===== config.mk =====
export PLATFORM = sky130hd
export DESIGN_NAME = bankreg_file
export DESIGN_NICKNAME = d
export VERILOG_FILES = /design/src/rtl/rbk_pkg.sv /design/src/rtl/rbk_ctrl.sv /design/src/rtl/rbk_status.sv /design/src/rtl/rbk_gpr.sv /design/src/rtl/rbk_special.sv /design/src/rtl/bankreg_file.sv
export SDC_FILE = /design/constraint.sdc
export NUM_CORES = 2
export LEC_CHECK = 0
export BUFFER_PORTS_ARGS = -buffer_cell sky130_fd_sc_hd__buf_4
export CAP_MARGIN = 10
export CORE_MARGIN = 5
export CORE_UTILIZATION = 41
export CTS_CLUSTER_SIZE = 28
export DETAILED_ROUTE_END_ITERATION = 6
export SYNTH_ARGS = -nofsm -noshare
export SYNTH_HDL_FRONTEND = slang
export SYNTH_SLANG_ARGS = --single-unit

===== constraint.sdc =====
create_clock -name clk -period 4.03 [get_ports clk]
set_input_delay 0.403 -clock clk [delete_from_list [all_inputs] [get_ports clk]]
set_output_delay 0.403 -clock clk [all_outputs]
set_load 0.1 [all_outputs]

===== src/rtl/rbk_pkg.sv =====
package rbk_pkg;
    localparam int XW = 32;

    localparam logic [XW-1:0] PSW_KEEP = 32'h001F_073F;
    localparam logic [XW-1:0] PSW_HOLD = 32'h0000_060F;
    localparam logic [XW-1:0] PSW_SET  = 32'h000F_0000;

    localparam int CC_LO = 0;
    localparam int CC_W  = 6;
    localparam int IM_LO = 16;
    localparam int IM_W  = 5;
    localparam int S_BIT = 5;

    typedef enum logic [2:0] {
        DR_TABLE = 3'd0,
        DR_RET   = 3'd1,
        DR_SSP   = 3'd2,
        DR_USP   = 3'd3,
        DR_MULHI = 3'd4,
        DR_MULLO = 3'd5
    } dreg_e;

    typedef enum logic [1:0] {
        ST_HOLD = 2'd0,
        ST_VEC  = 2'd1,
        ST_RUN  = 2'd2
    } seq_e;
endpackage


===== src/rtl/rbk_ctrl.sv =====
module rbk_ctrl
    import rbk_pkg::*;
(
    input  logic clk,
    input  logic rst_n,
    input  logic warm_rst,
    output logic wr_ok,
    output logic vec_pulse
);
    seq_e st_q, st_d;

    always_ff @(posedge clk or negedge rst_n) begin
        if (!rst_n) st_q <= ST_HOLD;
        else        st_q <= st_d;
    end

    always_comb begin
        st_d = st_q;
        unique case (st_q)
            ST_HOLD: if (!warm_rst) st_d = ST_VEC;
            ST_VEC:  st_d = warm_rst ? ST_HOLD : ST_RUN;
            ST_RUN:  if (warm_rst) st_d = ST_HOLD;
            default: st_d = ST_HOLD;
        endcase
    end

    always_comb begin
        wr_ok     = (st_q == ST_RUN) && !warm_rst;
        vec_pulse = (st_q == ST_VEC);
    end

    // leaving HOLD always passes through one VEC cycle
    a_r8_vec_after_hold: assert property (@(posedge clk) disable iff (!rst_n)
        (st_q == ST_HOLD && !warm_rst) |=> vec_pulse);

    // the vector pulse never lasts two cycles
    a_r8_single_pulse: assert property (@(posedge clk) disable iff (!rst_n)
        vec_pulse |=> !vec_pulse);
endmodule


===== src/rtl/rbk_status.sv =====
module rbk_status
    import rbk_pkg::*;
(
    input  logic          clk,
    input  logic          rst_n,
    input  logic          warm_rst,
    input  logic          wr_ok,
    input  logic          ps_wr,
    input  logic [XW-1:0] ps_wdata,
    input  logic          cc_wr,
    input  logic [CC_W-1:0] cc_wdata,
    input  logic          im_wr,
    input  logic [IM_W-1:0] im_wdata,
    output logic [XW-1:0] ps_q
);
    logic [XW-1:0] ps_d;

    always_comb begin
        ps_d = ps_q;
        if (warm_rst) begin
            ps_d = (ps_q & PSW_HOLD) | PSW_SET;
        end else if (wr_ok) begin
            if (ps_wr) ps_d = ps_wdata & PSW_KEEP;
            if (cc_wr) ps_d[CC_LO +: CC_W] = cc_wdata;
            if (im_wr) ps_d[IM_LO +: IM_W] = im_wdata;
        end
    end

    always_ff @(posedge clk or negedge rst_n) begin
        if (!rst_n) ps_q <= PSW_SET;
        else        ps_q <= ps_d;
    end

    // a lone full-word write keeps only the implemented bits
    a_r1_word_write: assert property (@(posedge clk) disable iff (!rst_n)
        (wr_ok && ps_wr && !cc_wr && !im_wr && !warm_rst)
        |=> ps_q == ($past(ps_wdata) & PSW_KEEP));

    // a lone condition-field write leaves all higher bits untouched
    a_r2_cc_alone: assert property (@(posedge clk) disable iff (!rst_n)
        (wr_ok && cc_wr && !ps_wr && !im_wr && !warm_rst)
        |=> (ps_q[XW-1:CC_W] == $past(ps_q[XW-1:CC_W])) && (ps_q[CC_W-1:0] == $past(cc_wdata)));

    // warm reset loads mask 15, clears S, keeps bits 10:9 and 3:0
    a_r6_psw_reset: assert property (@(posedge clk) disable iff (!rst_n)
        warm_rst |=> (ps_q[20:16] == 5'd15) && !ps_q[S_BIT]
                     && (ps_q[10:9] == $past(ps_q[10:9])) && (ps_q[3:0] == $past(ps_q[3:0])));
endmodule


===== src/rtl/rbk_gpr.sv =====
module rbk_gpr
    import rbk_pkg::*;
#(
    parameter int NUM_VIS = 16,
    parameter int NUM_RD  = 2,
    localparam int IDX_W  = $clog2(NUM_VIS),
    localparam int LAST   = NUM_VIS - 1
) (
    input  logic clk,
    input  logic rst_n,
    input  logic warm_rst,
    input  logic wr_ok,
    input  logic s_sel,
    input  logic [NUM_RD-1:0][IDX_W-1:0] rd_idx,
    output logic [NUM_RD-1:0][XW-1:0]    rd_data,
    input  logic             wr_en,
    input  logic [IDX_W-1:0] wr_idx,
    input  logic [XW-1:0]    wr_data,
    input  logic             ssp_wr,
    input  logic             usp_wr,
    input  logic [XW-1:0]    sp_wdata,
    output logic [XW-1:0]    ssp_q,
    output logic [XW-1:0]    usp_q
);
    localparam logic [IDX_W-1:0] LAST_IDX = IDX_W'(LAST);

    logic [XW-1:0] gpr_q [0:LAST-1];
    logic gp_we, sp_gen_we;

    always_comb begin
        gp_we     = wr_ok && wr_en && (wr_idx != LAST_IDX);
        sp_gen_we = wr_ok && wr_en && (wr_idx == LAST_IDX);
    end

    always_ff @(posedge clk or negedge rst_n) begin
        if (!rst_n) begin
            for (int i = 0; i < LAST; i++) gpr_q[i] <= '0;
        end else if (gp_we) begin
            gpr_q[wr_idx] <= wr_data;
        end
    end

    // system stack pointer: dedicated write outranks general write
    always_ff @(posedge clk or negedge rst_n) begin
        if (!rst_n)                       ssp_q <= '0;
        else if (warm_rst)                ssp_q <= '0;
        else if (wr_ok && ssp_wr)         ssp_q <= sp_wdata;
        else if (sp_gen_we && !s_sel)     ssp_q <= wr_data;
    end

    always_ff @(posedge clk or negedge rst_n) begin
        if (!rst_n)                       usp_q <= '0;
        else if (wr_ok && usp_wr)         usp_q <= sp_wdata;
        else if (sp_gen_we && s_sel)      usp_q <= wr_data;
    end

    for (genvar p = 0; p < NUM_RD; p++) begin : g_rd
        assign rd_data[p] = (rd_idx[p] == LAST_IDX) ? (s_sel ? usp_q : ssp_q)
                                                    : gpr_q[rd_idx[p]];
    end

    // index 15 with S=0 lands in the system pointer only
    a_r3_sys_bank: assert property (@(posedge clk) disable iff (!rst_n)
        (wr_ok && wr_en && wr_idx == LAST_IDX && !s_sel && !ssp_wr && !usp_wr && !warm_rst)
        |=> (ssp_q == $past(wr_data)) && (usp_q == $past(usp_q)));

    // index 15 with S=1 lands in the user pointer only
    a_r3_usr_bank: assert property (@(posedge clk) disable iff (!rst_n)
        (wr_ok && wr_en && wr_idx == LAST_IDX && s_sel && !ssp_wr && !usp_wr && !warm_rst)
        |=> (usp_q == $past(wr_data)) && (ssp_q == $past(ssp_q)));

    // dedicated write wins a collision on the system pointer
    a_r5_ded_wins: assert property (@(posedge clk) disable iff (!rst_n)
        (wr_ok && ssp_wr && wr_en && wr_idx == LAST_IDX && !s_sel && !warm_rst)
        |=> ssp_q == $past(sp_wdata));

    // warm reset clears the system pointer, keeps the user pointer
    a_r6_sp_reset: assert property (@(posedge clk) disable iff (!rst_n)
        warm_rst |=> (ssp_q == '0) && (usp_q == $past(usp_q)));
endmodule


===== src/rtl/rbk_special.sv =====
module rbk_special
    import rbk_pkg::*;
#(
    parameter logic [XW-1:0] TBR_INIT = 32'h000F_FC00
) (
    input  logic          clk,
    input  logic          rst_n,
    input  logic          warm_rst,
    input  logic          wr_ok,
    input  logic [2:0]    dcode,
    input  logic          d_wr,
    input  logic [XW-1:0] d_wdata,
    output logic [XW-1:0] d_rdata,
    input  logic [XW-1:0] ssp_q,
    input  logic [XW-1:0] usp_q,
    output logic          ssp_wr,
    output logic          usp_wr,
    input  logic          pc_wr,
    input  logic [XW-1:0] pc_wdata,
    output logic [XW-1:0] pc_q,
    output logic [XW-1:0] tbr_q
);
    localparam logic [XW-1:0] PC_ALIGN = ~XW'(1);

    logic [XW-1:0]   rp_q;
    logic [2*XW-1:0] md_q;
    logic tb_we, rp_we, mh_we, ml_we;

    always_comb begin
        tb_we = 1'b0; rp_we = 1'b0; mh_we = 1'b0; ml_we = 1'b0;
        ssp_wr = 1'b0; usp_wr = 1'b0;
        d_rdata = '0;
        unique case (dcode)
            DR_TABLE: begin d_rdata = tbr_q;           tb_we  = d_wr; end
            DR_RET:   begin d_rdata = rp_q;            rp_we  = d_wr; end
            DR_SSP:   begin d_rdata = ssp_q;           ssp_wr = d_wr; end
            DR_USP:   begin d_rdata = usp_q;           usp_wr = d_wr; end
            DR_MULHI: begin d_rdata = md_q[2*XW-1:XW]; mh_we  = d_wr; end
            DR_MULLO: begin d_rdata = md_q[XW-1:0];    ml_we  = d_wr; end
            default:  d_rdata = '0;
        endcase
    end

    always_ff @(posedge clk or negedge rst_n) begin
        if (!rst_n)              tbr_q <= TBR_INIT;
        else if (warm_rst)       tbr_q <= TBR_INIT;
        else if (wr_ok && tb_we) tbr_q <= d_wdata;
    end

    always_ff @(posedge clk or negedge rst_n) begin
        if (!rst_n) begin
            rp_q <= '0;
            md_q <= '0;
            pc_q <= '0;
        end else if (wr_ok) begin
            if (rp_we) rp_q <= d_wdata;
            if (mh_we) md_q[2*XW-1:XW] <= d_wdata;
            if (ml_we) md_q[XW-1:0] <= d_wdata;
            if (pc_wr) pc_q <= pc_wdata & PC_ALIGN;
        end
    end

    // the stored counter is always even and keeps the upper bits
    a_r10_pc_even: assert property (@(posedge clk) disable iff (!rst_n)
        (wr_ok && pc_wr && !warm_rst)
        |=> !pc_q[0] && (pc_q[XW-1:1] == $past(pc_wdata[XW-1:1])));

    // reserved codes never disturb the special registers
    a_r5_reserved: assert property (@(posedge clk) disable iff (!rst_n)
        (dcode[2:1] == 2'b11 && d_wr && !warm_rst)
        |=> $stable(tbr_q) && $stable(rp_q) && $stable(md_q));

    // warm reset reloads the table base
    a_r6_tbr_reset: assert property (@(posedge clk) disable iff (!rst_n)
        warm_rst |=> tbr_q == TBR_INIT);
endmodule


===== src/rtl/bankreg_file.sv =====
module bankreg_file
    import rbk_pkg::*;
#(
    parameter int            NUM_VIS  = 16,
    parameter logic [XW-1:0] TBR_INIT = 32'h000F_FC00,
    parameter logic [XW-1:0] VEC_OFS  = 32'h0000_03FC,
    localparam int IDX_W = $clog2(NUM_VIS),
    localparam int NUM_RD = 2
) (
    input  logic             clk,
    input  logic             rst_n,
    input  logic             warm_rst,
    input  logic [IDX_W-1:0] rd_a_idx,
    output logic [XW-1:0]    rd_a_data,
    input  logic [IDX_W-1:0] rd_b_idx,
    output logic [XW-1:0]    rd_b_data,
    input  logic             wr_en,
    input  logic [IDX_W-1:0] wr_idx,
    input  logic [XW-1:0]    wr_data,
    input  logic [2:0]       ded_code,
    input  logic             ded_wr,
    input  logic [XW-1:0]    ded_wdata,
    output logic [XW-1:0]    ded_rdata,
    input  logic             psw_wr,
    input  logic [XW-1:0]    psw_wdata,
    output logic [XW-1:0]    psw_rdata,
    input  logic             cc_wr,
    input  logic [CC_W-1:0]  cc_wdata,
    input  logic             im_wr,
    input  logic [IM_W-1:0]  im_wdata,
    input  logic             pc_wr,
    input  logic [XW-1:0]    pc_wdata,
    output logic [XW-1:0]    pc_rdata,
    output logic             vec_valid,
    output logic [XW-1:0]    vec_addr
);
    logic wr_ok, vec_pulse;
    logic ssp_wr, usp_wr;
    logic [XW-1:0] ssp_q, usp_q, tbr_q, ps_q;
    logic [NUM_RD-1:0][IDX_W-1:0] rd_idx;
    logic [NUM_RD-1:0][XW-1:0]    rd_data;

    assign rd_idx    = {rd_b_idx, rd_a_idx};
    assign rd_a_data = rd_data[0];
    assign rd_b_data = rd_data[1];
    assign psw_rdata = ps_q;
    assign vec_valid = vec_pulse;
    assign vec_addr  = vec_pulse ? (tbr_q + VEC_OFS) : '0;

    rbk_ctrl u_ctrl (
        .clk(clk), .rst_n(rst_n), .warm_rst(warm_rst),
        .wr_ok(wr_ok), .vec_pulse(vec_pulse)
    );

    rbk_status u_status (
        .clk(clk), .rst_n(rst_n), .warm_rst(warm_rst), .wr_ok(wr_ok),
        .ps_wr(psw_wr), .ps_wdata(psw_wdata),
        .cc_wr(cc_wr), .cc_wdata(cc_wdata),
        .im_wr(im_wr), .im_wdata(im_wdata),
        .ps_q(ps_q)
    );

    rbk_gpr #(.NUM_VIS(NUM_VIS), .NUM_RD(NUM_RD)) u_gpr (
        .clk(clk), .rst_n(rst_n), .warm_rst(warm_rst), .wr_ok(wr_ok),
        .s_sel(ps_q[S_BIT]),
        .rd_idx(rd_idx), .rd_data(rd_data),
        .wr_en(wr_en), .wr_idx(wr_idx), .wr_data(wr_data),
        .ssp_wr(ssp_wr), .usp_wr(usp_wr), .sp_wdata(ded_wdata),
        .ssp_q(ssp_q), .usp_q(usp_q)
    );

    rbk_special #(.TBR_INIT(TBR_INIT)) u_special (
        .clk(clk), .rst_n(rst_n), .warm_rst(warm_rst), .wr_ok(wr_ok),
        .dcode(ded_code), .d_wr(ded_wr), .d_wdata(ded_wdata), .d_rdata(ded_rdata),
        .ssp_q(ssp_q), .usp_q(usp_q), .ssp_wr(ssp_wr), .usp_wr(usp_wr),
        .pc_wr(pc_wr), .pc_wdata(pc_wdata), .pc_q(pc_rdata),
        .tbr_q(tbr_q)
    );

    // no write may land while the sequencer is outside RUN
    a_r9_blocked: assert property (@(posedge clk) disable iff (!rst_n)
        (!wr_ok) |=> (pc_rdata == $past(pc_rdata)));
endmodule


==> flow_summary_export.csv <==
group,metric,value,unit
floorplanning,io_pins,356,
logic_synthesis,synthArstFlopShare,1.00,
finish,area_growth,18.1,%
floorplanning,start_util,0.413,
placement,port_buffers,317,
logic_synthesis,syn_inst,3131,
worst_setup_path,crit_type,"flop to primary output",
sta,rsz0062_at_grt,"no",
min_path,hold_path_class,"input port to flop",
worst_setup_path,rr_worst_depth,6,
clocking,cts_resized,0,
job,maxCapViolCount,0,
route,drt-total-wl,128000,um
sta,hold_viol,0,
finish,final_nets,3560,
logic_synthesis,syn_area,38500,um2
worst_setup_path,path_max_fanout,30,
placement,gp_congestion,0.816,
power_and_ir_drop,leakage,21.5,nW
logic_synthesis,synth_top_flop_cell,"dfrtp_1",
global_routing,grt_pass1_vias,28300,
clocking,clock-sinks,719,
logic_synthesis,ys_warn_count,0,
logic_synthesis,syn_avg_cell_area,12.3,um2
logic_synthesis,yosysTopAreaCell,"dfrtp_1",
global_routing,antenna_found_initial,10,
logic_synthesis,ys_seq_area_frac,0.467,
global_routing,grt_pass1_wl,187000,um
floorplanning,die_y,317,um
clocking,path_clk_slew,0.06,ns
finish,postLayoutCoreUtil,0.488,
worst_setup_path,worstSetupStartpointType,"flop",
placement,place_inst,4526,
logic_synthesis,yosys_register_bits,719,
floorplanning,core,93300,um2
floorplanning,die_width,317,um
worst_setup_path,worstPathRequired,3.63,ns
sta,setup_viol,0,
clocking,clockRootBuffer,"clkbuf_16",
worst_setup_path,crit_arrival,3.37,ns
power_and_ir_drop,powerDensity,455,nW/um2
route,via_per_inst,6.02,
finish,layout_common_cells,"dfrtp_1 (704), mux2_2 (672), buf_4 (399), o21ai_0 (259), mux2i_1 (208)",
route,ant_nets,0,
sta,finalCriticalPeriod,3.77,ns
clocking,cts_buffers,81,
clocking,cts.htree.levels,3,
sta,post-route-period-util,0.936,
sta,hold_slack,0.0312,ns
floorplanning,die_area,100000,um2
finish,fin_cells,4713,
finish,layout-drive-gt1-share,0.410,
global_routing,overflow,0,
global_routing,track_usage,0.248,
sta,worst_pin_slew,1.11,ns
logic_synthesis,ys_types,66,
logic_synthesis,synth.top_cell.area_share,0.458,
sta,skew,0.0149,ns
clocking,post_cts_buffers,0,
clocking,tritoncts,"done",
power_and_ir_drop,ir_worst_vdd,0.287,mV
route,drc_errors,0,
clocking,max-clock-path-buffers,3,
clocking,clock_latency,0.63,ns
placement,hpwlAfterDp,83800,um
global_routing,grt_max_degree,87,
min_path,hold_depth,3,
route,vias,28400,
run_status,outcome,"finished, final reports clean",
route,first_pass_iters,6,
logic_synthesis,synth_edf_count,0,
worst_setup_path,critPathCaptureType,"primary output",
sta,slew_viol_final,0,
route,drt_iter0_drc,2492,
logic_synthesis,synth_area_leaders,"dfrtp_1 (46%), mux2_2 (20%), mux4_2 (7.5%), mux2i_1 (5.4%), o21ai_0 (3.4%)",
sta,fmax,265,MHz
finish,num-fill-cells,8382,
sta,relSlewSlack,0.259,
sta,tns,0,ns
floorplanning,rows,112,
finish,layout_commonest_cell,"dfrtp_1",
clocking,ctsHoldBuffers,41,
route,wire_per_inst,27.2,um
==> per-layer routing <==
metal,part of all wire,track usage
met5,0.00015,0
met1,0.42,0.342
met2,0.46,0.394
met4,0.037,0.0842
met3,0.076,0.0523
==> state kept, by name, indices dropped and copies added, names as in the netlist <==
name and flops:
u_gpr.gpr_q 480, u_special.md_q 64, u_gpr.ssp_q 32, u_gpr.usp_q 32, u_special.rp_q 32, u_special.tbr_q 32
u_special.pc_q 31, u_status.ps_q 14, u_ctrl.st_q 2
==> per-stage QoR <==
step	setup slack [ns]	cell area, um2	power [mW]
CTS	0.291	45500	20.9
global placement	0.884	42400	13.1
detailed placement	0.906	42400	13.2
floorplan	0.0173	38600	11.8
global route	0.215	45500	21.4
finish	0.256	45500	20.7
==> worst max-delay path, stage by stage, from the launching register on <==
cell     delay, ns
dfrtp_2       0.81
buf_4         0.35
nand2_1       0.07
o21ai_0       0.09
buf_4         0.18
o21ai_0       0.07
o21ai_0       0.69
buf_4         0.43
==> final cells by class <==
type | instances | area, um2 | area share
tap | 1254 | 1570 | 0.0345
clock buffer | 119 | 2450 | 0.0539
antenna | 7 | 17.5 | 0.000385
timing repair buffer | 470 | 3970 | 0.0873
inverter | 38 | 143 | 0.00313
sequential | 719 | 18000 | 0.396
multi-input combinational | 2086 | 19100 | 0.419
clock inverter | 20 | 273 | 0.00599
==> synthesized netlist by cell type (4+ instances only) <==
master	count
mux2i_1	208
a21o_1	18
clkbuf_1	151
nor2b_1	57
o22ai_1	64
xnor2_1	7
a21oi_1	57
mux2_2	672
nand3b_1	27
inv_1	38
nor2_1	27
nand4_1	6
nand2b_1	35
buf_4	28
or3_1	5
or4_1	13
and2_1	4
dfrtp_1	705
buf_2	98
buf_6	15
a211o_1	32
o31ai_1	14
o21ai_0	259
mux2_1	5
dfstp_2	14
a22oi_1	165
nor3b_2	4
nand2_1	122
a31oi_1	35
mux4_2	128
nand3_1	61
buf_1	10
==> power breakdown <==
part	total [mW]	switching (mW)	internal (mW)
Sequential	8.30	0.422	7.88
Clock	7.61	3.08	4.53
Combinational	4.82	3.37	1.45
Total	20.7	6.87	13.9
==> cells by family (layout without fill, tap and decap cells) <==
logic type / count (synthesis) / after routing / synth area share
multiplexers: 1013 / 1013 / 0.327
flip-flops: 719 / 719 / 0.467
AO/OA/AOI/OAI: 657 / 657 / 0.106
AND/OR/NAND/NOR: 386 / 386 / 0.0546
buffers and inverters: 344 / 647 / 0.0429
XOR/XNOR: 10 / 10 / 0.00227
adder cells (fa/ha/maj): 1 / 1 / 0.000325
other: 1 / 26 / 0.0000973
==> path summary, 6_finish.rpt <==
check / start / endpoint / slack [ns]
setup / recovery: u_status.ps_q[5] / rd_a_data[10] / 0.26
hold / removal: ded_wdata[22] / u_special.tbr_q[22] / 0.03
setup reg to reg: u_ctrl.st_q[0] / u_gpr.gpr_q[354] / 1.17
hold reg to reg: u_status.ps_q[20] / u_status.ps_q[20] / 0.50
max in group asynchronous: rst_n / u_status.ps_q[5] / 2.52
min in group asynchronous: rst_n / u_gpr.gpr_q[335] / 0.42
No activity file was read; power rests on OpenSTA's default activity.
